`config.mk`:
```
export PLATFORM = sky130hd
export DESIGN_NAME = pcc_socket_bridge
export DESIGN_NICKNAME = d
export VERILOG_FILES = /design/src/rtl/pcc_bridge_pkg.sv /design/src/rtl/pcc_addr_decode.sv /design/src/rtl/pcc_slot_ctrl.sv /design/src/rtl/pcc_access_path.sv /design/src/rtl/pcc_socket_bridge.sv
export SDC_FILE = /design/constraint.sdc
export NUM_CORES = 1
export LEC_CHECK = 0
export BUFFER_PORTS_ARGS = -buffer_cell sky130_fd_sc_hd__buf_2
export CAP_MARGIN = 10
export CORE_AREA = 4 4 56 58
export DETAILED_ROUTE_END_ITERATION = 8
export DIE_AREA = 0 0 60 62
export HOLD_SLACK_MARGIN = 0.06
export PLACE_DENSITY_LB_ADDON = 0.05
export SYNTH_ARGS = -nofsm -noshare
export SYNTH_HDL_FRONTEND = slang
export SYNTH_SLANG_ARGS = --single-unit
```
`constraint.sdc`:
```
create_clock -name clk -period 3.1 [get_ports clk]
set_input_delay 0.155 -clock clk [delete_from_list [all_inputs] [get_ports clk]]
set_output_delay 0.155 -clock clk [all_outputs]
set_load 0.05 [all_outputs]
```
`src/rtl/pcc_bridge_pkg.sv`:
```
package pcc_bridge_pkg;

   // Card-side space codes
   typedef enum logic [1:0] {
      SP_IO     = 2'b00,
      SP_ATTR   = 2'b01,
      SP_COMMON = 2'b10,
      SP_NONE   = 2'b11
   } pcc_space_e;

   // Host window quarters, chosen by the two top offset bits
   localparam logic [1:0] WIN_IO     = 2'b00;
   localparam logic [1:0] WIN_RSVD   = 2'b01;
   localparam logic [1:0] WIN_ATTR   = 2'b10;
   localparam logic [1:0] WIN_COMMON = 2'b11;

endpackage

```
`src/rtl/pcc_addr_decode.sv`:
```
module pcc_addr_decode
   import pcc_bridge_pkg::*;
#(
   parameter int SPACE_AW = 26,
   localparam int HOST_AW = SPACE_AW + 2
) (
   input  logic [HOST_AW-1:0]  addr,
   output pcc_space_e          space,
   output logic                hit,
   output logic [SPACE_AW-1:0] offs
);

   assign offs = addr[SPACE_AW-1:0];

   always_comb begin
      space = SP_NONE;
      hit   = 1'b1;
      case (addr[HOST_AW-1 -: 2])
         WIN_IO:     space = SP_IO;
         WIN_ATTR:   space = SP_ATTR;
         WIN_COMMON: space = SP_COMMON;
         default:    hit   = 1'b0;
      endcase
   end

endmodule

```
`src/rtl/pcc_slot_ctrl.sv`:
```
module pcc_slot_ctrl #(
   parameter bit CD_IRQ_PRESENT = 1'b1
) (
   input  logic clk,
   input  logic rst,
   input  logic insert_req,
   input  logic eject_req,
   input  logic card_irq_in,
   input  logic irq_en,
   output logic present,
   output logic op_err,
   output logic host_irq,
   output logic cd_irq
);

   logic ins_ok;
   logic ej_ok;

   // Insert wins when both arrive together
   assign ins_ok = insert_req & ~present;
   assign ej_ok  = ~insert_req & eject_req & present;

   always_ff @(posedge clk) begin
      if (rst) begin
         present <= 1'b0;
         op_err  <= 1'b0;
      end else begin
         op_err <= (insert_req & present) | (~insert_req & eject_req & ~present);
         if (ins_ok)
            present <= 1'b1;
         else if (ej_ok)
            present <= 1'b0;
      end
   end

   assign host_irq = irq_en & present & card_irq_in;

   generate
      if (CD_IRQ_PRESENT) begin : g_cd
         logic cd_q;
         always_ff @(posedge clk) begin
            if (rst)
               cd_q <= 1'b0;
            else if (ins_ok)
               cd_q <= 1'b1;
            else if (ej_ok)
               cd_q <= 1'b0;
         end
         assign cd_irq = cd_q;
      end else begin : g_no_cd
         assign cd_irq = 1'b0;
      end
   endgenerate

endmodule

```
`src/rtl/pcc_access_path.sv`:
```
module pcc_access_path
   import pcc_bridge_pkg::*;
#(
   parameter int SPACE_AW   = 26,
   parameter int DATA_W     = 16,
   parameter bit QUIET_IDLE = 1'b1
) (
   input  logic                host_req,
   input  logic                host_we,
   input  logic [DATA_W-1:0]   host_wdata,
   input  pcc_space_e          space,
   input  logic                hit,
   input  logic [SPACE_AW-1:0] offs,
   input  logic                present,
   input  logic [DATA_W-1:0]   card_rdata,
   input  logic                card_ack,
   output logic                card_req,
   output logic                card_we,
   output logic [1:0]          card_space,
   output logic [SPACE_AW-1:0] card_addr,
   output logic [DATA_W-1:0]   card_wdata,
   output logic [DATA_W-1:0]   host_rdata,
   output logic                host_rdy
);

   logic fwd;

   assign fwd        = host_req & hit & present;
   assign card_req   = fwd;
   assign host_rdy   = host_req & (~fwd | card_ack);
   assign host_rdata = (fwd & card_ack & ~host_we) ? card_rdata : '0;

   generate
      if (QUIET_IDLE) begin : g_quiet
         // Card-side buses stay at zero unless a request is forwarded
         assign card_we    = fwd & host_we;
         assign card_space = fwd ? space : SP_IO;
         assign card_addr  = fwd ? offs : '0;
         assign card_wdata = fwd ? host_wdata : '0;
      end else begin : g_pass
         assign card_we    = host_we;
         assign card_space = space;
         assign card_addr  = offs;
         assign card_wdata = host_wdata;
      end
   endgenerate

endmodule

```
`src/rtl/pcc_socket_bridge.sv`:
```
module pcc_socket_bridge
   import pcc_bridge_pkg::*;
#(
   parameter int SPACE_AW       = 26,
   parameter int DATA_W         = 16,
   parameter bit CD_IRQ_PRESENT = 1'b1,
   parameter bit QUIET_IDLE     = 1'b1,
   localparam int HOST_AW       = SPACE_AW + 2
) (
   input  logic                clk,
   input  logic                rst,
   input  logic                host_req,
   input  logic                host_we,
   input  logic [HOST_AW-1:0]  host_addr,
   input  logic [DATA_W-1:0]   host_wdata,
   output logic [DATA_W-1:0]   host_rdata,
   output logic                host_rdy,
   output logic                card_req,
   output logic                card_we,
   output logic [1:0]          card_space,
   output logic [SPACE_AW-1:0] card_addr,
   output logic [DATA_W-1:0]   card_wdata,
   input  logic [DATA_W-1:0]   card_rdata,
   input  logic                card_ack,
   input  logic                insert_req,
   input  logic                eject_req,
   input  logic                card_irq_in,
   input  logic                irq_en,
   output logic                slot_full,
   output logic                slot_err,
   output logic                host_irq,
   output logic                cd_irq
);

   generate
      if (SPACE_AW < 2 || SPACE_AW > 30) begin : g_bad_aw
         $error("pcc_socket_bridge: SPACE_AW out of range");
      end
      if (DATA_W < 8) begin : g_bad_dw
         $error("pcc_socket_bridge: DATA_W below 8");
      end
   endgenerate

   pcc_space_e          dec_space;
   logic                dec_hit;
   logic [SPACE_AW-1:0] dec_offs;

   pcc_addr_decode #(.SPACE_AW(SPACE_AW)) u_dec (
      .addr  (host_addr),
      .space (dec_space),
      .hit   (dec_hit),
      .offs  (dec_offs)
   );

   pcc_slot_ctrl #(.CD_IRQ_PRESENT(CD_IRQ_PRESENT)) u_slot (
      .clk         (clk),
      .rst         (rst),
      .insert_req  (insert_req),
      .eject_req   (eject_req),
      .card_irq_in (card_irq_in),
      .irq_en      (irq_en),
      .present     (slot_full),
      .op_err      (slot_err),
      .host_irq    (host_irq),
      .cd_irq      (cd_irq)
   );

   pcc_access_path #(
      .SPACE_AW   (SPACE_AW),
      .DATA_W     (DATA_W),
      .QUIET_IDLE (QUIET_IDLE)
   ) u_path (
      .host_req   (host_req),
      .host_we    (host_we),
      .host_wdata (host_wdata),
      .space      (dec_space),
      .hit        (dec_hit),
      .offs       (dec_offs),
      .present    (slot_full),
      .card_rdata (card_rdata),
      .card_ack   (card_ack),
      .card_req   (card_req),
      .card_we    (card_we),
      .card_space (card_space),
      .card_addr  (card_addr),
      .card_wdata (card_wdata),
      .host_rdata (host_rdata),
      .host_rdy   (host_rdy)
   );

endmodule

```
==> impl_metrics.py <==
metrics = {
    "run_status": {
        "status": "complete, no violations",
    },
    "drt": {
        "wl_per_cell_microns": 11.02,
        "vias_per_cell": 4.211,
        "vias": 1116,
        "wirelength_mm": 2.920,
        "drtPass1Iterations": 4,
        "drt.antenna.violating_nets": 0,
        "drt_iter0_drc": 42,
        "drc": 0,
    },
    "worst_setup_path": {
        "crit_type": "reg2out",
        "cp_cell_sequence": "and3b_1, buf_4, and2_4, buf_2",
        "critPathTopFamily": "buffers and inverters",
        "rrSetupSlack_ps": 2040,
        "arrival_ps": 1700,
        "cp_slowest_cell": "dfxtp_1",
        "setup.worst_path.end_class": "primary output",
        "start_kind": "flip-flop",
        "cp_max_fo": 44,
        "crit_required_ps": 2940,
        "path_buf_inv": 2,
        "critical_path.max_stage_delay_ps": 440,
    },
    "timing": {
        "setup_violations": 0,
        "period_minus_slack_ps": 1854,
        "fin_worst_skew_ps": 1.199,
        "max_freq_mhz": 539.4,
        "max_slew.worst_pin.slew_ps": 544.9,
        "fin_setup_tns_ps": 0,
        "slew_headroom": 0.6367,
        "slew_violations": 0,
        "period_share": 0.5980,
        "finalHoldViolCount": 0,
        "rsz0062_at_grt": "false",
    },
    "logic_synthesis": {
        "ys_types": 19,
        "ys_warn_count": 0,
        "yosysTopAreaCell": "and2_4",
        "synthFlopType": "dfxtp_1",
        "synth.cells.most_frequent": "28 x and2_4, 17 x nand2_1, 16 x nor3_1",
        "synth_edf_count": 0,
        "syn-cell-area_sq_um": 753.2,
        "synth_area_leaders": "and2_4 33%, and2_1 12%, nor3_1 11%",
        "synth_cells": 107,
        "ys_ff_latch": 2,
        "synth_top_area_frac": 0.3256,
        "syn_area_per_cell_sq_um": 7.039,
        "ys_seq_area_frac": 0.05316,
        "syn_nets": 179,
        "synth.most_common_cell": "and2_4",
        "async_reset_ff_frac": 0,
    },
    "clocking": {
        "clk_pin_slew_ps": 30,
        "max-clock-path-buffers": 2,
        "cts_tree": "built",
        "clock_sinks": 2,
        "cts_made_buffers": 3,
        "root_buffer": "clkbuf_4",
        "clock_latency_ps": 220,
        "postCtsHoldBufs": 0,
        "cts_setup_buffers": 0,
        "post_cts_resized": 0,
        "h-tree-depth": 1,
    },
    "placement": {
        "io_buffers": 135,
        "gp_congestion": 0.6411,
        "hpwlAfterDp_mm": 2.554,
        "placedCellCount": 262,
    },
    "pwr": {
        "p_leak_nw": 0.9418,
        "peakVddDrop_v": 0.0002441,
        "p_per_area_mw_per_mm2": 198.5,
    },
    "finish": {
        "syn_to_final_growth_pct": 84.72,
        "multiInputGateArea_sq_um": 595.6,
        "instances_no_fill": 265,
        "fin_util": 0.5226,
        "nets": 308,
        "final_layout_size_suffix_gt1_frac": 0.7179,
        "nFillCells": 277,
        "diodes": 0,
        "seq_area_sq_um": 40.04,
    },
    "floorplan": {
        "rows": 19,
        "die_width_microns": 60,
        "core_area_sq_mm": 0.002663,
        "chipHeight_microns": 62,
        "initial_core_util": 0.2829,
        "io_pins": 136,
        "dieArea_sq_mm": 0.003720,
    },
    "global_routing": {
        "grt_pass1_vias": 921,
        "grt_overflow": 0,
        "grt_start_max_net_pins": 45,
        "antenna_found_initial": 0,
        "grt_pass1_wl_mm": 3.905,
        "grt.total_usage": 0.1341,
    },
    "job": {
        "max_cap_violations": 0,
    },
    "hold_path": {
        "hold_path_class": "in2reg",
    },
}
sequential cells by signal, indices dropped and copies added (netlist names):
signal          flops
u_slot.op_err       1
u_slot.present      1
power by group:
group          internal, W  switching (W)
logic            0.0000676       0.000122
registers        0.0000276     0.00000170
clock network    0.0000427      0.0000145
area by class of cell:
class | instances | share of cell area
clock buffer | 3 | 0.01619
inverter | 3 | 0.008094
tap | 31 | 0.02788
multi-input combinational | 90 | 0.4281
sequential | 2 | 0.02878
timing repair buffer | 136 | 0.4910
path summary, 6_finish.rpt:
kind,startpoint,cells after the start,to
setup / recovery,u_slot.present,4,card_addr[2]
hold / removal,rst,2,u_slot.op_err
setup reg to reg,u_slot.present,2,u_slot.op_err
hold reg to reg,u_slot.present,2,u_slot.op_err
cells by family (layout without fill, tap and decap cells):
family	after synthesis	count (layout)	share of synthesized area
buffers and inverters	15	142	0.1561
DFF	2	2	0.05316
adders and majority gates	3	3	0.04984
AOI/OAI and AO/OA	4	4	0.03489
and+or+nand+nor	83	83	0.7060
cells in the final DEF (no fill, tap or decap), drive strengths merged:
cell / count
o31a: 1
nor3: 16
or3b: 1
dfxtp: 2
o21a: 1
clkbuf: 3
nand2b: 3
a21oi: 2
inv: 3
ha: 3
and3: 1
buf: 136
and3b: 1
nand2: 17
nor2b: 1
and2: 43
metal layers:
metal,global-route usage,vias to the layer above,routed length [microns],share of wire
met1,0.1311,459,948,0.32
met3,0.03719,2,411,0.14
li1,-,586,-,-
met2,0.2701,69,1540,0.53
met4,0.04114,0,19,0.0065
met5,0,-,0,0
metrics by stage:
stage / setup slack [ps] / total power, W / instance area, sq um / hold WS [ps]
finish: 1246 / 0.0002762 / 1391 / 107.4
global route: 1107 / 0.0002957 / 1391 / 117.9
CTS: 1213 / 0.0002815 / 1391 / 102.1
detailed placement: 1371 / 0.0002208 / 1369 / 337.2
global placement: 1426 / 0.0002184 / 1369 / 322.5
floorplan: 755.7 / 0.0001654 / 753.2 / 224.1
worst reg2reg max path: stages (launching register included):
cell and delay, ps:
dfxtp_1 360, or3b_2 480, a21oi_1 140
No activity file was read; power rests on OpenSTA's default activity.
